`src/rtl/acq_pkg.sv`:
```
package acq_pkg;
  typedef enum logic [1:0] {
    ST_IDLE   = 2'd0,
    ST_NOISE  = 2'd1,
    ST_SEARCH = 2'd2
  } acq_state_e;
endpackage

```
`src/rtl/acq_metric.sv`:
```
module acq_metric #(
  parameter int CW    = 9,
  parameter int ROT_W = 5,
  parameter int DLY_W = 8,
  localparam int MW   = 2*CW + 1
) (
  input  logic                 clk,
  input  logic                 rst,
  input  logic                 flush,
  input  logic                 in_vld,
  input  logic                 in_noise,
  input  logic                 bpsk,
  input  logic signed [CW-1:0] in_i,
  input  logic signed [CW-1:0] in_q,
  input  logic [ROT_W-1:0]     in_rot,
  input  logic [DLY_W-1:0]     in_dly,
  input  logic                 in_last,
  output logic                 a_vld,
  output logic                 a_noise,
  output logic [MW-1:0]        a_metric,
  output logic [ROT_W-1:0]     a_rot,
  output logic [DLY_W-1:0]     a_dly,
  output logic                 a_last
);
  logic signed [2*CW-1:0] sq_i, sq_q;
  logic [CW-1:0]          mag_i;
  logic [MW-1:0]          metric;

  always_comb begin
    sq_i  = in_i * in_i;
    sq_q  = in_q * in_q;
    mag_i = in_i[CW-1] ? (~in_i + 1'b1) : in_i;
    if (bpsk) metric = {1'b0, sq_i} + {1'b0, sq_q};
    else      metric = {{(MW-CW){1'b0}}, mag_i};
  end

  always_ff @(posedge clk) begin
    if (rst || flush) begin
      a_vld    <= 1'b0;
      a_noise  <= 1'b0;
      a_metric <= '0;
      a_rot    <= '0;
      a_dly    <= '0;
      a_last   <= 1'b0;
    end else begin
      a_vld    <= in_vld;
      a_noise  <= in_noise;
      a_metric <= metric;
      a_rot    <= in_rot;
      a_dly    <= in_dly;
      a_last   <= in_last & ~in_noise;
    end
  end
endmodule

```
`src/rtl/acq_noise_est.sv`:
```
module acq_noise_est #(
  parameter int MW         = 19,
  parameter int NOISE_LOG2 = 9,
  localparam int AW        = MW + NOISE_LOG2
) (
  input  logic          clk,
  input  logic          rst,
  input  logic          clear,
  input  logic          add_vld,
  input  logic [MW-1:0] add_val,
  output logic [MW:0]   thr_lo,
  output logic [MW+1:0] thr_hi
);
  logic [AW-1:0] acc;
  logic [MW-1:0] avg;

  always_ff @(posedge clk) begin
    if (rst || clear) acc <= '0;
    else if (add_vld) acc <= acc + {{NOISE_LOG2{1'b0}}, add_val};
  end

  assign avg    = acc[AW-1:NOISE_LOG2];
  assign thr_lo = {avg, 1'b0};
  assign thr_hi = {avg, 2'b00};
endmodule

```
`src/rtl/acq_peak_track.sv`:
```
module acq_peak_track #(
  parameter int MW    = 19,
  parameter int ROT_W = 5,
  parameter int DLY_W = 8
) (
  input  logic             clk,
  input  logic             rst,
  input  logic             clear,
  input  logic             a_vld,
  input  logic [MW-1:0]    a_metric,
  input  logic [ROT_W-1:0] a_rot,
  input  logic [DLY_W-1:0] a_dly,
  input  logic             a_last,
  input  logic [MW:0]      thr_lo,
  input  logic [MW+1:0]    thr_hi,
  output logic             done,
  output logic             fail,
  output logic [ROT_W-1:0] best_rot,
  output logic [DLY_W-1:0] best_dly
);
  logic             b_vld, b_pass1, b_last;
  logic [MW-1:0]    b_metric;
  logic [ROT_W-1:0] b_rot;
  logic [DLY_W-1:0] b_dly;

  logic             found;
  logic [MW-1:0]    max_val;
  logic [ROT_W-1:0] max_rot;
  logic [DLY_W-1:0] max_dly;

  logic pass2, better, found_nx;

  // first comparison step
  always_ff @(posedge clk) begin
    if (rst || clear) begin
      b_vld    <= 1'b0;
      b_pass1  <= 1'b0;
      b_last   <= 1'b0;
      b_metric <= '0;
      b_rot    <= '0;
      b_dly    <= '0;
    end else begin
      b_vld    <= a_vld;
      b_pass1  <= ({1'b0, a_metric} > thr_lo);
      b_last   <= a_last & a_vld;
      b_metric <= a_metric;
      b_rot    <= a_rot;
      b_dly    <= a_dly;
    end
  end

  // second comparison step and strict-greater maximum
  always_comb begin
    pass2    = b_vld && b_pass1 && ({2'b00, b_metric} > thr_hi);
    better   = pass2 && (!found || (b_metric > max_val));
    found_nx = found || better;
  end

  always_ff @(posedge clk) begin
    if (rst || clear) begin
      found   <= 1'b0;
      max_val <= '0;
      max_rot <= '0;
      max_dly <= '0;
    end else if (better) begin
      found   <= 1'b1;
      max_val <= b_metric;
      max_rot <= b_rot;
      max_dly <= b_dly;
    end
  end

  always_ff @(posedge clk) begin
    if (rst) begin
      done     <= 1'b0;
      fail     <= 1'b0;
      best_rot <= '0;
      best_dly <= '0;
    end else if (clear) begin
      done <= 1'b0;
    end else begin
      done <= b_vld && b_last;
      if (b_vld && b_last) begin
        fail <= !found_nx;
        if (found_nx) begin
          best_rot <= better ? b_rot : max_rot;
          best_dly <= better ? b_dly : max_dly;
        end
      end
    end
  end
endmodule

```
`src/rtl/acq_peak_search.sv`:
```
module acq_peak_search #(
  parameter int CW         = 9,
  parameter int NOISE_LOG2 = 9,
  parameter int ROT_W      = 5,
  parameter int DLY_W      = 8
) (
  input  logic                 clk,
  input  logic                 rst,
  input  logic                 start,
  input  logic                 mode_bpsk,
  input  logic                 cand_valid,
  output logic                 cand_ready,
  input  logic signed [CW-1:0] cand_i,
  input  logic signed [CW-1:0] cand_q,
  input  logic [ROT_W-1:0]     cand_rot,
  input  logic [DLY_W-1:0]     cand_dly,
  input  logic                 cand_last,
  output logic                 done,
  output logic                 fail,
  output logic [ROT_W-1:0]     best_rot,
  output logic [DLY_W-1:0]     best_dly
);
  import acq_pkg::*;

  localparam int MW = 2*CW + 1;
  localparam logic [NOISE_LOG2-1:0] CNT_LAST = '1;

  acq_state_e            state;
  logic                  bpsk_q;
  logic [NOISE_LOG2-1:0] noise_cnt;
  logic                  xfer, in_noise, in_search;

  assign in_noise   = (state == ST_NOISE);
  assign in_search  = (state == ST_SEARCH);
  assign cand_ready = in_noise || in_search;
  assign xfer       = cand_valid && cand_ready && !start;

  always_ff @(posedge clk) begin
    if (rst) begin
      state     <= ST_IDLE;
      bpsk_q    <= 1'b0;
      noise_cnt <= '0;
    end else if (start) begin
      state     <= ST_NOISE;
      bpsk_q    <= mode_bpsk;
      noise_cnt <= '0;
    end else if (xfer) begin
      if (in_noise) begin
        noise_cnt <= noise_cnt + 1'b1;
        if (noise_cnt == CNT_LAST) state <= ST_SEARCH;
      end else if (cand_last) begin
        state <= ST_IDLE;
      end
    end
  end

  logic             a_vld, a_noise, a_last;
  logic [MW-1:0]    a_metric;
  logic [ROT_W-1:0] a_rot;
  logic [DLY_W-1:0] a_dly;
  logic [MW:0]      thr_lo;
  logic [MW+1:0]    thr_hi;

  acq_metric #(.CW(CW), .ROT_W(ROT_W), .DLY_W(DLY_W)) u_metric (
    .clk(clk), .rst(rst), .flush(start),
    .in_vld(xfer), .in_noise(in_noise), .bpsk(bpsk_q),
    .in_i(cand_i), .in_q(cand_q), .in_rot(cand_rot), .in_dly(cand_dly),
    .in_last(cand_last),
    .a_vld(a_vld), .a_noise(a_noise), .a_metric(a_metric),
    .a_rot(a_rot), .a_dly(a_dly), .a_last(a_last)
  );

  acq_noise_est #(.MW(MW), .NOISE_LOG2(NOISE_LOG2)) u_noise (
    .clk(clk), .rst(rst), .clear(start),
    .add_vld(a_vld && a_noise), .add_val(a_metric),
    .thr_lo(thr_lo), .thr_hi(thr_hi)
  );

  acq_peak_track #(.MW(MW), .ROT_W(ROT_W), .DLY_W(DLY_W)) u_track (
    .clk(clk), .rst(rst), .clear(start),
    .a_vld(a_vld && !a_noise), .a_metric(a_metric),
    .a_rot(a_rot), .a_dly(a_dly), .a_last(a_last),
    .thr_lo(thr_lo), .thr_hi(thr_hi),
    .done(done), .fail(fail), .best_rot(best_rot), .best_dly(best_dly)
  );
endmodule

```
`config.mk`:
```
export PLATFORM = sky130hd
export DESIGN_NAME = acq_peak_search
export DESIGN_NICKNAME = d
export VERILOG_FILES = /design/src/rtl/acq_pkg.sv /design/src/rtl/acq_metric.sv /design/src/rtl/acq_noise_est.sv /design/src/rtl/acq_peak_track.sv /design/src/rtl/acq_peak_search.sv
export SDC_FILE = /design/constraint.sdc
export NUM_CORES = 1
export LEC_CHECK = 0
export ABC_CLOCK_PERIOD_IN_PS = 6800
export BUFFER_PORTS_ARGS = -buffer_cell sky130_fd_sc_hd__buf_2
export CAP_MARGIN = 20
export CORE_MARGIN = 1
export CORE_UTILIZATION = 64
export CTS_CLUSTER_SIZE = 20
export DETAILED_ROUTE_END_ITERATION = 7
export PLACE_DENSITY = 0.87
export SLEW_MARGIN = 10
export SYNTH_ARGS = -nofsm -noshare
export SYNTH_HDL_FRONTEND = slang
export SYNTH_SLANG_ARGS = --single-unit
```
`constraint.sdc`:
```
create_clock -name clk -period 6.8 [get_ports clk]
set_input_delay 0.68 -clock clk [delete_from_list [all_inputs] [get_ports clk]]
set_output_delay 0.68 -clock clk [all_outputs]
set_load 0.01 [all_outputs]
```
==> impl_summary.txt <==
----------------------------------------------------
[Outcome]
  Run status ... finished clean

[Worst setup path]
  Reg2Reg Capture Point ... u_track.best_dly[0]
  Depth of the most critical reg-to-reg path ... 10
  Setup slack of the worst register-to-register path ... 3.67 ns
  Arrival @ worst endpoint ... 6.43 ns
  Crit-path max cell delay ... 0.57 ns
  Reg2Reg Launch Point ... u_noise.acc[19]
  Crit path buffers/inverters ... 3
  Cell with the biggest individual delay on the critical path ... fa_1
  Family with the most delay on the worst path ... adder cells
  Worst Setup Path Type ... in2reg
  CP required ... 7.16 ns
  Cell breakdown of the critical path ... buf_2 > nor2b_1 > fa_1 > inv_1 > fa_1 > inv_1 > fa_1 > fa_1 > fa_1 > ha_1 > nand2_1 > o21ai_0 > a21oi_1 > ha_1 > or4_1 > o2111ai_1 > a21oi_1 > o41ai_1 > nand3_1 > a21oi_1
  Critical Path Fanout Max ... 17
  Worst Setup End Kind ... flip-flop
  CP Launch Type ... primary input
  Cell with the most instances on the worst path ... fa_1

[Placed design]
  Number of buffers added on ports ... 52
  Detailed Place HPWL ... 22,900 µm
  Gp weighted congestion ... 0.906

[Yosys]
  Net count after synthesis ... 1,847
  Seq cells post-synth ... 158
  Predominant post-synthesis flop cell ... dfxtp_1
  Portion of synthesized cell area occupied by the leading cell type ... 23.4%
  Number of enable-type register cells in the synthesized netlist ... 0
  Cell count after synthesis ... 1,518
  Netlist area before placement ... 13,500 µm²
  Sequential cell area fraction in the yosys report ... 23.4%
  Share of async-settable or async-resettable flops after synthesis ... 0%
  Library cell with the highest instance count after synthesis ... inv_1
  Count of synthesis-stage warnings from yosys ... 0
  Average footprint of a synthesized cell ... 8.92 µm²
  Number of different library cells in the post-synthesis netlist ... 64
  Library cell occupying the most area in the post-synthesis netlist ... dfxtp_1
  Synth area leaders ... dfxtp_1, fa_1, ha_1, inv_1, nor2_1
  Commonest cells in the netlist ... inv_1, ha_1, dfxtp_1

[Drt]
  Post-route antenna net violation count ... 0
  Via-to-Cell Ratio ... 5.76
  Wire length after detailed routing ... 29,600 µm
  First-pass detailed-route iteration total ... 5
  WL per Instance ... 16.1 µm
  Count of unresolved DRC violations after routing ... 0
  Total via count in the routed design ... 10,600
  DRC marker count from the first detailed-route iteration ... 573

[Timing]
  Post-route setup TNS ... 0 ns
  Max-slew violation total from the final report ... 0
  Count of final hold-check violations ... 0
  Fmax ... 0.165 GHz
  Setup violators final ... 0
  Tightest Pin Transition ... 0.812 ns
  RSZ-0062 raised after global routing ... false
  Post-layout min period ... 6.07 ns
  Relative slew margins ... 45.8%
  Hold slack ... 0.427 ns
  Share of the cycle needed by the critical path after routing ... 89.3%
  Largest clock skew in the final design ... 0.0105 ns

[Power and ir drop]
  Switching portion of total power ... 47.4%
  Portion of total power attributed to sequential cells ... 13.2%
  Max VDD drop ... 846 µV
  Clock group share of total power ... 12.7%
  PD cells ... 509 nW/µm²
  Combinational power share ... 74.2%
  Pint ... 3.92 mW
  Net Switching ... 3.52 mW
  Leakage ... 7.11 nW

[Clock network]
  Number of buffers on the longest clock path ... 2
  # hold bufs at CTS ... 0
  Clock net sink count ... 158
  Setup bufs post-CTS ... 0
  Total clock buffers created by CTS ... 17
  Skew-Pair Late Insertion Delay ... 0.43 ns
  CTS H-tree lvls ... 4
  Cell at the root of the clock tree ... clkbuf_16
  Clock tree from TritonCTS ... yes
  Clock transition at the register clock pins on the worst setup and hold paths after CTS ... 0.07 ns
  Post-CTS Resized ... 0

[Min path]
  Worst Hold End ... u_track.b_dly[4]
  Class of the tightest hold or removal check ... reg2reg
  HP Start ... u_metric.a_dly[4]
  Hold path cells ... 1

[Global routing]
  Global-route total usage across every layer ... 28.3%
  Grt ovf ... 0
  Pin count of the biggest net entering global routing ... 68
  Via count of the first global-routing pass ... 10,800
  Antenna violations before repair ... 0
  Global-route wire length before repair ... 49,500 µm

[Flow run]
  Max Cap Violations ... 0

[Die]
  Core Area ... 20,500 µm²
  Number of top-level pins ... 53
  Die Outline Area ... 21,700 µm²
  Vert. Die Dim ... 147 µm
  Overall die width ... 147 µm
  Rows ... 52
  Effective utilization at floorplan ... 66.1%

[Cells and area]
  Post-layout net count ... 1,882
  Area Overhead vs Synth ... 8.00%
  Area occupied by registers ... 3160 µm²
  Area of combinational cells with multiple inputs ... 9420 µm²
  Fillcell total ... 1,474
  Share of layout cells above drive strength 1 ... 6.58%
  Number of antenna cells inserted ... 0

----------------------------------------------------
worst register-to-register path, cell delays in order, from the launching register on:
cell and delay, ns:
dfxtp_1 0.45, inv_1 0.12, ha_1 0.32, nand4_1 0.14, a211oi_1 0.07, a2111oi_0 0.42, o21ai_1 0.24, o2111ai_4 0.36
buf_4 0.45, mux2i_1 0.36, o2bb2ai_1 0.09
layout by cell type (no fill, tap or decap), drive strengths merged, types with 39 or more instances in the layout:
cell type    n
buf         59
nor2       143
nand2      117
a21oi       73
xnor2       59
o21ai       40
fa         118
ha         174
mux2i       39
inv        224
and2        69
dfxtp      158
sequential cells by signal (all words and copies together), names as in the netlist, 2 cells and up:
register / cells
u_noise.acc: 28
u_metric.a_metric: 19
u_track.b_metric: 19
u_track.max_val: 19
noise_cnt: 9
u_metric.a_dly: 8
u_track.b_dly: 8
u_track.best_dly: 8
u_track.max_dly: 8
u_metric.a_rot: 5
u_track.b_rot: 5
u_track.best_rot: 5
u_track.max_rot: 5
state: 2
cell families after synthesis:
kind of cell               count (synthesis)  synth area share [%]
muxes                                     41                  3.05
and+or+nand+nor                          459                  16.3
AOI/OAI and AO/OA                        233                  11.5
DFF                                      158                  23.4
adders and majority gates                292                  33.5
xor gates and xnor gates                  78                  5.05
buffers and inverters                    257                  7.22
worst max-delay path by stage:
stage / startpoint / endpoint / slack [ns] / cells after the start
6_report: cand_q[8] / u_metric.a_metric[16] / 0.73 / 20
4_1_cts: cand_i[1] / u_metric.a_metric[16] / 0.80 / 21
2_1_floorplan: cand_i[7] / u_metric.a_metric[17] / 0.69 / 25
3_3_place_gp: cand_q[8] / u_metric.a_metric[17] / 0.52 / 24
5_1_grt: cand_i[1] / u_metric.a_metric[16] / 0.37 / 21
3_5_place_dp: cand_i[1] / u_metric.a_metric[16] / 0.36 / 21
routing by layer:
layer	GRT usage, %	vias to the layer above	part of all wire (%)
li1	-	5107	-
met1	33.3	5103	42
met2	51.5	281	51
met3	3.73	77	3.4
met4	12.2	0	3.8
met5	0	-	0
power groups by stage:
stage | Combinational, mW | Sequential [mW] | Clock (mW)
3_5_place_dp | 5.32 | 1.00 | 0
2_1_floorplan | 4.42 | 0.989 | 0
4_1_cts | 5.45 | 0.979 | 0.938
5_1_grt | 6.18 | 0.982 | 0.982
3_3_place_gp | 5.19 | 0.999 | 0
6_report | 5.52 | 0.981 | 0.942
per-stage QoR:
stage,instances,utilization [%],total power [mW],setup WS [ns],instance area [µm²]
6_report,1836,71.4,7.44,0.727,14600
5_1_grt,1836,71.4,8.14,0.370,14600
4_1_cts,1835,71.3,7.37,0.802,14600
3_5_place_dp,1803,68.5,6.32,0.364,14000
3_3_place_gp,1803,68.5,6.19,0.521,14000
2_1_floorplan,1518,-,5.41,0.691,13500
layout make-up:
cell class                      count  share of cell area (%)
Multi-Input combinational cell   1103                    64.4
Sequential cell                   158                    21.6
Inverter                          214                    5.49
Clock buffer                       17                    2.91
Tap cell                          270                    2.31
Timing Repair Buffer               59                    2.14
Clock inverter                     15                    1.10
Note: power is estimated with default switching activity, not from simulation.
